**src/rtl/exc_pkg.sv**
```systemverilog
package exc_pkg;
    typedef enum logic [1:0] {
        ST_RUN     = 2'd0,
        ST_QUIET   = 2'd1,
        ST_PARTIAL = 2'd2
    } exc_state_e;

    localparam int          CODE_W     = 5;
    localparam int          CODE_LSB   = 2;
    localparam logic [4:0]  CODE_UNDEF = 5'h0A;
    localparam logic [4:0]  CODE_OVF   = 5'h0C;
    localparam logic [4:0]  CODE_DIVZ  = 5'h0D;
endpackage

```
**src/rtl/exc_fsm.sv**
```systemverilog
module exc_fsm
    import exc_pkg::*;
(
    input  logic       clk,
    input  logic       rst_n,
    input  logic       take,
    input  logic       id_take,
    output exc_state_e state,
    output logic       ex_en,
    output logic       id_en
);
    exc_state_e nxt;

    always_ff @(posedge clk or negedge rst_n) begin
        if (!rst_n) state <= ST_RUN;
        else        state <= nxt;
    end

    always_comb begin
        nxt = state;
        unique case (state)
            ST_RUN:     nxt = take ? ST_QUIET : ST_RUN;
            ST_QUIET:   nxt = ST_PARTIAL;
            ST_PARTIAL: nxt = id_take ? ST_QUIET : ST_RUN;
            default:    nxt = ST_RUN;
        endcase
    end

    always_comb begin
        ex_en = 1'b0;
        id_en = 1'b0;
        unique case (state)
            ST_RUN:     begin ex_en = 1'b1; id_en = 1'b1; end
            ST_QUIET:   begin ex_en = 1'b0; id_en = 1'b0; end
            ST_PARTIAL: begin ex_en = 1'b0; id_en = 1'b1; end
            default:    begin ex_en = 1'b0; id_en = 1'b0; end
        endcase
    end
endmodule

```
**src/rtl/exc_prio.sv**
```systemverilog
module exc_prio
    import exc_pkg::*;
#(
    parameter int XLEN = 32
) (
    input  logic              ex_en,
    input  logic              id_en,
    input  logic              id_undef,
    input  logic              ex_ovf,
    input  logic              ex_divz,
    input  logic [XLEN-1:0]   id_pc,
    input  logic [XLEN-1:0]   ex_pc,
    output logic              take,
    output logic              ex_take,
    output logic              id_take,
    output logic [CODE_W-1:0] code,
    output logic [XLEN-1:0]   fault_pc
);
    logic ex_hit;
    logic id_hit;

    assign ex_hit = ex_en & (ex_ovf | ex_divz);
    assign id_hit = id_en & id_undef;

    always_comb begin
        ex_take  = 1'b0;
        id_take  = 1'b0;
        code     = '0;
        fault_pc = '0;
        if (ex_hit) begin
            ex_take  = 1'b1;
            code     = ex_ovf ? CODE_OVF : CODE_DIVZ;
            fault_pc = ex_pc;
        end else if (id_hit) begin
            id_take  = 1'b1;
            code     = CODE_UNDEF;
            fault_pc = id_pc;
        end
    end

    assign take = ex_take | id_take;
endmodule

```
**src/rtl/exc_regs.sv**
```systemverilog
module exc_regs
    import exc_pkg::*;
#(
    parameter int XLEN = 32
) (
    input  logic              clk,
    input  logic              rst_n,
    input  logic              take,
    input  logic [CODE_W-1:0] code,
    input  logic [XLEN-1:0]   fault_pc,
    output logic [XLEN-1:0]   epc,
    output logic [XLEN-1:0]   cause
);
    localparam int HI_W = XLEN - CODE_LSB - CODE_W;

    logic [CODE_W-1:0] code_q;

    always_ff @(posedge clk or negedge rst_n) begin
        if (!rst_n) begin
            epc    <= '0;
            code_q <= '0;
        end else if (take) begin
            epc    <= fault_pc;
            code_q <= code;
        end
    end

    assign cause = {{HI_W{1'b0}}, code_q, {CODE_LSB{1'b0}}};
endmodule

```
**src/rtl/exc_ctrl.sv**
```systemverilog
module exc_ctrl
    import exc_pkg::*;
#(
    parameter int              XLEN = 32,
    parameter logic [XLEN-1:0] VEC  = 32'h8000_0180
) (
    input  logic            clk,
    input  logic            rst_n,
    input  logic            id_undef,
    input  logic [XLEN-1:0] id_pc,
    input  logic            ex_ovf,
    input  logic            ex_divz,
    input  logic [XLEN-1:0] ex_pc,
    input  logic [XLEN-1:0] seq_pc,
    output logic [XLEN-1:0] next_pc,
    output logic            redirect,
    output logic            flush_ifid,
    output logic            flush_idex,
    output logic            flush_exmem,
    output logic [XLEN-1:0] epc,
    output logic [XLEN-1:0] cause
);
    exc_state_e        state;
    logic              ex_en, id_en;
    logic              take, ex_take, id_take;
    logic [CODE_W-1:0] code;
    logic [XLEN-1:0]   fault_pc;

    exc_fsm u_fsm (
        .clk     (clk),
        .rst_n   (rst_n),
        .take    (take),
        .id_take (id_take),
        .state   (state),
        .ex_en   (ex_en),
        .id_en   (id_en)
    );

    exc_prio #(.XLEN(XLEN)) u_prio (
        .ex_en    (ex_en),
        .id_en    (id_en),
        .id_undef (id_undef),
        .ex_ovf   (ex_ovf),
        .ex_divz  (ex_divz),
        .id_pc    (id_pc),
        .ex_pc    (ex_pc),
        .take     (take),
        .ex_take  (ex_take),
        .id_take  (id_take),
        .code     (code),
        .fault_pc (fault_pc)
    );

    exc_regs #(.XLEN(XLEN)) u_regs (
        .clk      (clk),
        .rst_n    (rst_n),
        .take     (take),
        .code     (code),
        .fault_pc (fault_pc),
        .epc      (epc),
        .cause    (cause)
    );

    assign redirect    = take;
    assign next_pc     = take ? VEC : seq_pc;
    assign flush_ifid  = take;
    assign flush_idex  = take;
    assign flush_exmem = ex_take;
endmodule

```
**config.mk**
```make
export PLATFORM = sky130hd
export DESIGN_NAME = exc_ctrl
export DESIGN_NICKNAME = d
export VERILOG_FILES = /design/src/rtl/exc_pkg.sv /design/src/rtl/exc_fsm.sv /design/src/rtl/exc_prio.sv /design/src/rtl/exc_regs.sv /design/src/rtl/exc_ctrl.sv
export SDC_FILE = /design/constraint.sdc
export NUM_CORES = 1
export LEC_CHECK = 0
export CAP_MARGIN = 15
export CELL_PAD_IN_SITES_DETAIL_PLACEMENT = 1
export CELL_PAD_IN_SITES_GLOBAL_PLACEMENT = 2
export CORE_ASPECT_RATIO = 0.6
export CORE_MARGIN = 3
export CORE_UTILIZATION = 37
export DETAILED_ROUTE_END_ITERATION = 7
export DONT_BUFFER_PORTS = 1
export PLACE_DENSITY_LB_ADDON = 0.08
export SYNTH_ARGS = -nofsm -noshare
export SYNTH_HDL_FRONTEND = slang
export SYNTH_SLANG_ARGS = --single-unit
```
**constraint.sdc**
```tcl
create_clock -name clk -period 2.9 [get_ports clk]
set_input_delay 0.29 -clock clk [delete_from_list [all_inputs] [get_ports clk]]
set_output_delay 0.29 -clock clk [all_outputs]
set_load 0.02 [all_outputs]
```
==> results of run 1 <==
through the flow:
| step | instances | power, mW | utilization, % | area, um2 |
|---|---|---|---|---|
| 6_report | 277 | 3.10 | 40.1 | 2490 |
| 5_1_grt | 277 | 3.30 | 40.1 | 2490 |
| 4_1_cts | 277 | 3.15 | 40.1 | 2490 |
| 3_5_place_dp | 267 | 2.73 | 38.1 | 2370 |
| 3_3_place_gp | 267 | 2.67 | 38.1 | 2370 |
| 2_1_floorplan | 220 | 2.56 | - | 2520 |
worst max-delay path: stages, from the launching register on:
cell                       delay [ns]
sky130_fd_sc_hd__dfrtp_1         0.40
sky130_fd_sc_hd__o21bai_1        0.22
sky130_fd_sc_hd__a21oi_4         0.28
sky130_fd_sc_hd__buf_4           0.40
sky130_fd_sc_hd__and2b_1         0.31
state kept, by name, indices dropped and copies added, names as in the netlist:
register	cells
u_fsm.state	2
u_regs.code_q	4
u_regs.epc	32
worst paths after layout:
path | slack [ns] | startpoint | to
worst min-delay path | 0.14 | ex_pc[18] | u_regs.epc[18]$_DFFE_PN0P_
min in group asynchronous | 0.46 | rst_n | u_regs.code_q[2]$_DFFE_PN0P_
worst max-delay path | 0.70 | u_fsm.state[1]$_DFF_PN0_ | next_pc[12]
worst max register to register | 0.87 | u_fsm.state[0]$_DFF_PN0_ | u_regs.epc[31]$_DFFE_PN0P_
max in group asynchronous | 2.25 | rst_n | u_regs.epc[4]$_DFFE_PN0P_
worst min register to register | 0.47 | u_fsm.state[1]$_DFF_PN0_ | u_fsm.state[1]$_DFF_PN0_
cell usage after synthesis, drive strengths merged, types with 2 or more instances:
library cell   n
a21oi          2
and2b         11
buf           38
clkbuf         2
dfrtp         38
inv            4
mux2          64
nand2          2
nand2b         2
nor2b         19
or2            4
cells by family (layout without fill, tap and decap cells):
family	after synthesis	in the layout
muxes	64	64
buffers and inverters	44	17
and+or+nand+nor	39	39
DFF	38	38
AOI/OAI and AO/OA	7	7
other	1	28
routing by layer:
layer	wire [um]	share of wire [%]	vias to the layer above	track usage, %
met4	40	0.71	0	3.69
met2	2860	51	89	23.3
met1	2200	39	686	15.5
met5	0	0	-	0
li1	-	-	578	-
met3	549	9.7	5	6.45
cell type report:
type | count | area [um2]
multi-input combinational | 138 | 1260
tap | 84 | 105
clock inverter | 2 | 12.5
inverter | 4 | 15.0
timing repair buffer | 5 | 65.1
clock buffer | 6 | 82.6
sequential | 38 | 951
fill | 678 | 3730
power breakdown:
part	internal (mW)	leakage [nW]	switching (mW)
logic	0.725	0.693	0.662
registers	0.795	0.443	0.526
clock network	0.191	0.0472	0.199
total	1.71	1.18	1.39
layout by cell type, fill, tap and decap left out, types with 2 or more instances in the layout:
master and instances:
sky130_fd_sc_hd__inv_1 4, sky130_fd_sc_hd__clkbuf_8 6, sky130_fd_sc_hd__dfrtp_1 38, sky130_fd_sc_hd__mux2_4 30, sky130_fd_sc_hd__conb_1 28, sky130_fd_sc_hd__nor2b_1 19, sky130_fd_sc_hd__or2_2 4, sky130_fd_sc_hd__buf_12 2
sky130_fd_sc_hd__nand2_1 2, sky130_fd_sc_hd__mux2_2 34, sky130_fd_sc_hd__buf_4 2, sky130_fd_sc_hd__and2b_1 11
what timing repair did:
action | 4_1_cts | 5_1_grt
buffers inserted | 0 | 0
hold buffers | 2 | 0
endpoints found under the hold margin | 38 | 0
==> impl_metrics.env, run 1 <==
export IMPL_numClockSinks=38
export IMPL_initial_antenna_violation_count=0
export IMPL_htree_num_levels=2
export IMPL_total_leakage_power_nw=1.18
export IMPL_yosys_area_share_simple_pct=10.3
export IMPL_timing_reg2reg_worst_path_depth=4
export IMPL_antenna_cells=0
export IMPL_numPortBuffers=0
export IMPL_synth_ff_type="sky130_fd_sc_hd__dfrtp_1"
export IMPL_dr_first_iter_drc_count=34
export IMPL_synth_top_family_by_area="multiplexers"
export IMPL_detail_route_wl_per_cell_um=20.4
export IMPL_final_setup_skew_ns=0.00469
export IMPL_async_reset_ff_share_pct=100
export IMPL_drt_pass1_iterations=4
export IMPL_core_rowCount=22
export IMPL_worstSetupStartpointType="register"
export IMPL_final_report_max_slew_violation_count=0
export IMPL_final_setup_worst_slack_ns=0.699
export IMPL_layout_area_overhead_vs_synth_pct=2.84
export IMPL_worst_endpoint_arrival_ns=1.91
export IMPL_worst_setup_hold_path_clk_slew_ns=0.08
export IMPL_finalNetCount=293
export IMPL_critical_path_required_ns=2.61
export IMPL_via_count_of_the_first_global_routing_pass=1423
export IMPL_compound_gate_portion_of_the_synthesized_area_pct=2.12
export IMPL_floorplan_initialDensity_pct=39.0
export IMPL_holdPathStages=1
export IMPL_max_slew_margin_pct=55.0
export IMPL_post_synth_num_cell_types=23
export IMPL_floorplan_die_width_um=110
export IMPL_synth_largest_area_cell="sky130_fd_sc_hd__dfrtp_1"
export IMPL_final_min_period_over_clock_period_pct=75.9
export IMPL_yosys_area_top_type_share_pct=39.2
export IMPL_synth_seq_area_share_pct=39.2
export IMPL_max_clock_freq_mhz=454
export IMPL_cts_tree="built"
export IMPL_drt_total_wl_mm=5.65
export IMPL_synth_warning_count=0
export IMPL_grt_first_pass_wirelength_mm=7.94
export IMPL_cts_inserted_buffers=5
export IMPL_synth_edff_count=0
export IMPL_antenna_violating_nets_post_route=0
export IMPL_num_io_pins=201
export IMPL_post_cts_resize_count=0
export IMPL_setup_worst_path_class="reg -> out"
export IMPL_final_hold_viol_count=0
export IMPL_grt_remaining_overflow=0
export IMPL_route_vias_total=1358
export IMPL_synth_seq_cells=38
export IMPL_routability_congestion=0.675
export IMPL_setup_tns_final_ns=0
export IMPL_layout_drive_gt1_share_pct=43.0
export IMPL_critical_path_peak_fanout=35
export IMPL_die_height_um=68.7
export IMPL_largest_net_degree_at_the_start_of_global_routing=39
export IMPL_tightest_slew_ns=0.672
export IMPL_syn_cell_area_um2=2420
export IMPL_route_detailed_drc=0
export IMPL_netlist_instances=193
export IMPL_rsz0062_at_grt="false"
export IMPL_max_cap_violations=0
export IMPL_min_period_ns=2.20
export IMPL_post_synth_cell_area_avg_um2=12.6
export IMPL_core_um2=6220
export IMPL_ctsLongestPathBuffers=2
export IMPL_worst_skew_pair_late_latency_ns=0.29
export IMPL_finalHoldWorstSlack_ns=0.142
export IMPL_synth_xor_area_share_pct=0
export IMPL_hold_class="in -> reg"
export IMPL_irDropWorstVdd_mv=0.373
export IMPL_synth_mux_area_share_pct=34.4
export IMPL_setup_worst_path_end_class="output port"
export IMPL_placement_setup_worst_slack_ns=0.871
export IMPL_clk_root_buffer_cell="sky130_fd_sc_hd__clkbuf_8"
export IMPL_synth_top_cells_by_area="sky130_fd_sc_hd__dfrtp_1 39%, sky130_fd_sc_hd__mux2_4 19%, sky130_fd_sc_hd__mux2_2 16%, sky130_fd_sc_hd__buf_4 9.3%, sky130_fd_sc_hd__nor2b_1 4.9%"
export IMPL_floorplan_die_area_um2=7590
export IMPL_outcome="completed"
export IMPL_total_power_density_per_cell_area_nw_per_um2=1240
export IMPL_hpwlAfterDp_mm=4.39
export IMPL_setup_viols_final=0
export IMPL_globalRouteTotalUtil_pct=13.6
export IMPL_vias_per_cell=4.90
export IMPL_yosys_area_share_adder_pct=0
Note: power is estimated with default switching activity, not from simulation.
==> inputs of run 2 (changes only) <==
--- a/config.mk
+++ b/config.mk
@@ -10,7 +10,7 @@
 export CELL_PAD_IN_SITES_GLOBAL_PLACEMENT = 2
 export CORE_ASPECT_RATIO = 0.6
 export CORE_MARGIN = 3
-export CORE_UTILIZATION = 37
+export CORE_UTILIZATION = 35
 export DETAILED_ROUTE_END_ITERATION = 7
 export DONT_BUFFER_PORTS = 1
 export PLACE_DENSITY_LB_ADDON = 0.08
==> constraint.sdc (replaced) <==
create_clock -name clk -period 2.2 [get_ports clk]
set_input_delay 0.22 -clock clk [delete_from_list [all_inputs] [get_ports clk]]
set_output_delay 0.22 -clock clk [all_outputs]
set_load 0.02 [all_outputs]
==> run 2 against run 1 <==
Worst hold slack lost 0.050 ns. Combinational power grew 34%. Critical path depth shrank 1. Flip-flop and latch count is the same. Worst setup slack lost 0.52 ns. Routed wire length grew 6.0%. Clock skew shrank 0.0017 ns. Global-route usage grew 0.42 points. Clock-buffer cell count shrank 1. Register-to-register slack lost 0.55 ns. Die area grew 5.3%. Critical path type unchanged. Critical endpoint is now next_pc[24].
==> impl_metrics.env, run 2 (synthesized netlist as in run 1, its figures left out) <==
export IMPL_drt_total_wl_mm=5.99
export IMPL_regToRegSetupSlack_ns=0.32
export IMPL_crit_cells=3
export IMPL_final_common_cell="sky130_fd_sc_hd__dfrtp_1"
export IMPL_initial_antenna_violation_count=2
export IMPL_hold_class="in -> reg"
export IMPL_finalNetCount=296
export IMPL_core_rowCount=22
export IMPL_floorplan_die_width_um=113
export IMPL_grt_remaining_overflow=0
export IMPL_min_period_ns=2.02
export IMPL_final_hold_viol_count=0
export IMPL_numClockSinks=38
export IMPL_final_report_max_slew_violation_count=0
export IMPL_routability_congestion=0.742
export IMPL_hpwlAfterDp_mm=4.68
export IMPL_vias_per_cell=4.95
export IMPL_tightest_slew_ns=0.679
export IMPL_worst_endpoint_arrival_ns=1.80
export IMPL_cts_tree="built"
export IMPL_cts_inserted_buffers=5
export IMPL_antenna_violating_nets_post_route=0
export IMPL_drt_pass1_iterations=4
export IMPL_final_setup_skew_ns=0.00295
export IMPL_via_count_of_the_first_global_routing_pass=1537
export IMPL_outcome="completed"
export IMPL_placement_setup_worst_slack_ns=0.349
export IMPL_num_io_pins=201
export IMPL_floorplan_die_area_um2=7990
export IMPL_finalHoldWorstSlack_ns=0.0920
export IMPL_rr_endpoint="u_regs.epc[13]$_DFFE_PN0P_"
export IMPL_globalRouteTotalUtil_pct=14.0
export IMPL_largest_net_degree_at_the_start_of_global_routing=39
export IMPL_setup_viols_final=0
export IMPL_timing_rr_start="u_fsm.state[0]$_DFF_PN0_"
export IMPL_hold_end="u_regs.epc[24]$_DFFE_PN0P_"
export IMPL_layout_area_overhead_vs_synth_pct=6.81
export IMPL_setup_worst_path_class="reg -> out"
export IMPL_clk_root_buffer_cell="sky130_fd_sc_hd__clkbuf_16"
export IMPL_worst_skew_pair_late_latency_ns=0.27
export IMPL_setup_worst_path_end_class="output port"
export IMPL_worst_setup_hold_path_clk_slew_ns=0.06
export IMPL_most_common_layout_cells="38 x sky130_fd_sc_hd__dfrtp_1, 34 x sky130_fd_sc_hd__mux2_2, 30 x sky130_fd_sc_hd__mux2_4"
export IMPL_timing_critical_path_max_delay_family="compound AO/OA/AOI/OAI gates"
export IMPL_route_detailed_drc=0
export IMPL_cts_setup_buffers=0
export IMPL_critical_path_slowest_cell="sky130_fd_sc_hd__a21oi_2"
export IMPL_irDropWorstVdd_mv=0.594
export IMPL_die_height_um=70.5
export IMPL_grt_first_pass_wirelength_mm=8.66
export IMPL_holdPathStages=1
export IMPL_htree_num_levels=2
export IMPL_final_setup_worst_slack_ns=0.175
export IMPL_timing_reg2reg_worst_path_depth=4
export IMPL_largest_reg_flops=32
export IMPL_worst_hold_startpoint="ex_pc[24]"
export IMPL_largest_register="u_regs.epc"
export IMPL_dr_first_iter_drc_count=41
export IMPL_ctsLongestPathBuffers=2
export IMPL_critical_path_n_buffers_inverters=0
export IMPL_layout_top_registers="u_regs.epc x32, u_regs.code_q x4, u_fsm.state x2"
export IMPL_detail_route_wl_per_cell_um=21.3
export IMPL_core_um2=6410
export IMPL_total_leakage_power_nw=1.23
export IMPL_setup_tns_final_ns=0
export IMPL_critical_path_required_ns=1.98
export IMPL_max_slew_margin_pct=54.8
export IMPL_total_power_density_per_cell_area_nw_per_um2=1700
export IMPL_critical_path_peak_fanout=17
export IMPL_critPathMaxStageDelay_ns=0.60
export IMPL_floorplan_initialDensity_pct=37.8
export IMPL_max_clock_freq_mhz=494
export IMPL_max_cap_violations=0
export IMPL_route_vias_total=1390
export IMPL_worstSetupStartpointType="register"
export IMPL_numPortBuffers=0
export IMPL_rsz0062_at_grt="false"
export IMPL_layout_drive_gt1_share_pct=43.9
export IMPL_final_min_period_over_clock_period_pct=92.0
export IMPL_crit_path_cell_trace="o21bai_1, a21oi_2, nor2b_1"
==> run 2: repair_timing <==
action | CTS | global route
gates resized for setup | 0 | 0
hold endpoints to repair | 38 | 0
endpoints found under the setup margin | 0 | 14
hold buffers | 2 | 0
==> run 2: worst reg2reg max path, cell delays in order, from the launching register on <==
cell and delay, ns:
sky130_fd_sc_hd__dfrtp_1 0.50, sky130_fd_sc_hd__nand2b_2 0.43, sky130_fd_sc_hd__buf_4 0.26, sky130_fd_sc_hd__mux2_4 0.31, sky130_fd_sc_hd__mux2_2 0.26
==> run 2: per-stage QoR <==
| step | std cells | total power [mW] | area (um2) | utilization (%) |
|---|---|---|---|---|
| after detailed placement | 269 | 3.62 | 2380 | 37.1 |
| after CTS | 279 | 4.47 | 2580 | 40.2 |
| after floorplan | 220 | 3.38 | 2520 | - |
| after global routing | 281 | 4.68 | 2590 | 40.4 |
| after global placement | 269 | 3.54 | 2380 | 37.1 |
| final | 281 | 4.41 | 2590 | 40.4 |
==> run 2: how the worst max path moves through the flow <==
stage,from,end,slack (ns)
after floorplan,u_fsm.state[1]$_DFF_PN0_,next_pc[12],0.58
after global placement,u_fsm.state[0]$_DFF_PN0_,u_regs.epc[12]$_DFFE_PN0P_,0.43
after detailed placement,u_fsm.state[0]$_DFF_PN0_,u_regs.epc[13]$_DFFE_PN0P_,0.35
after CTS,u_fsm.state[1]$_DFF_PN0_,flush_ifid,0.09
after global routing,u_fsm.state[1]$_DFF_PN0_,next_pc[26],0.02
final,u_fsm.state[1]$_DFF_PN0_,next_pc[24],0.18
==> run 2: final cells by class <==
type,count,area (um2)
fillers,682,3820
multi-input cells,139,1270
flip-flops and latches,38,951
clock buffers,5,125
well taps,84,105
repair buffers,7,80.1
clock inverters,3,40.0
inverters,4,15.0
diodes,1,2.50
==> run 2: where the power goes <==
part | leakage, nW | switching [mW] | internal (mW)
sequential | 0.443 | 0.705 | 1.05
combinational | 0.704 | 0.886 | 0.972
clock | 0.0836 | 0.265 | 0.530
total | 1.23 | 1.86 | 2.55
==> run 2: metal layers <==
layer,part of all wire (%),track usage [%],up-vias
met5,0.12,0,-
met4,0.43,3.20,2
met3,12,7.01,4
met2,50,23.0,109
met1,37,16.3,681
li1,-,-,594
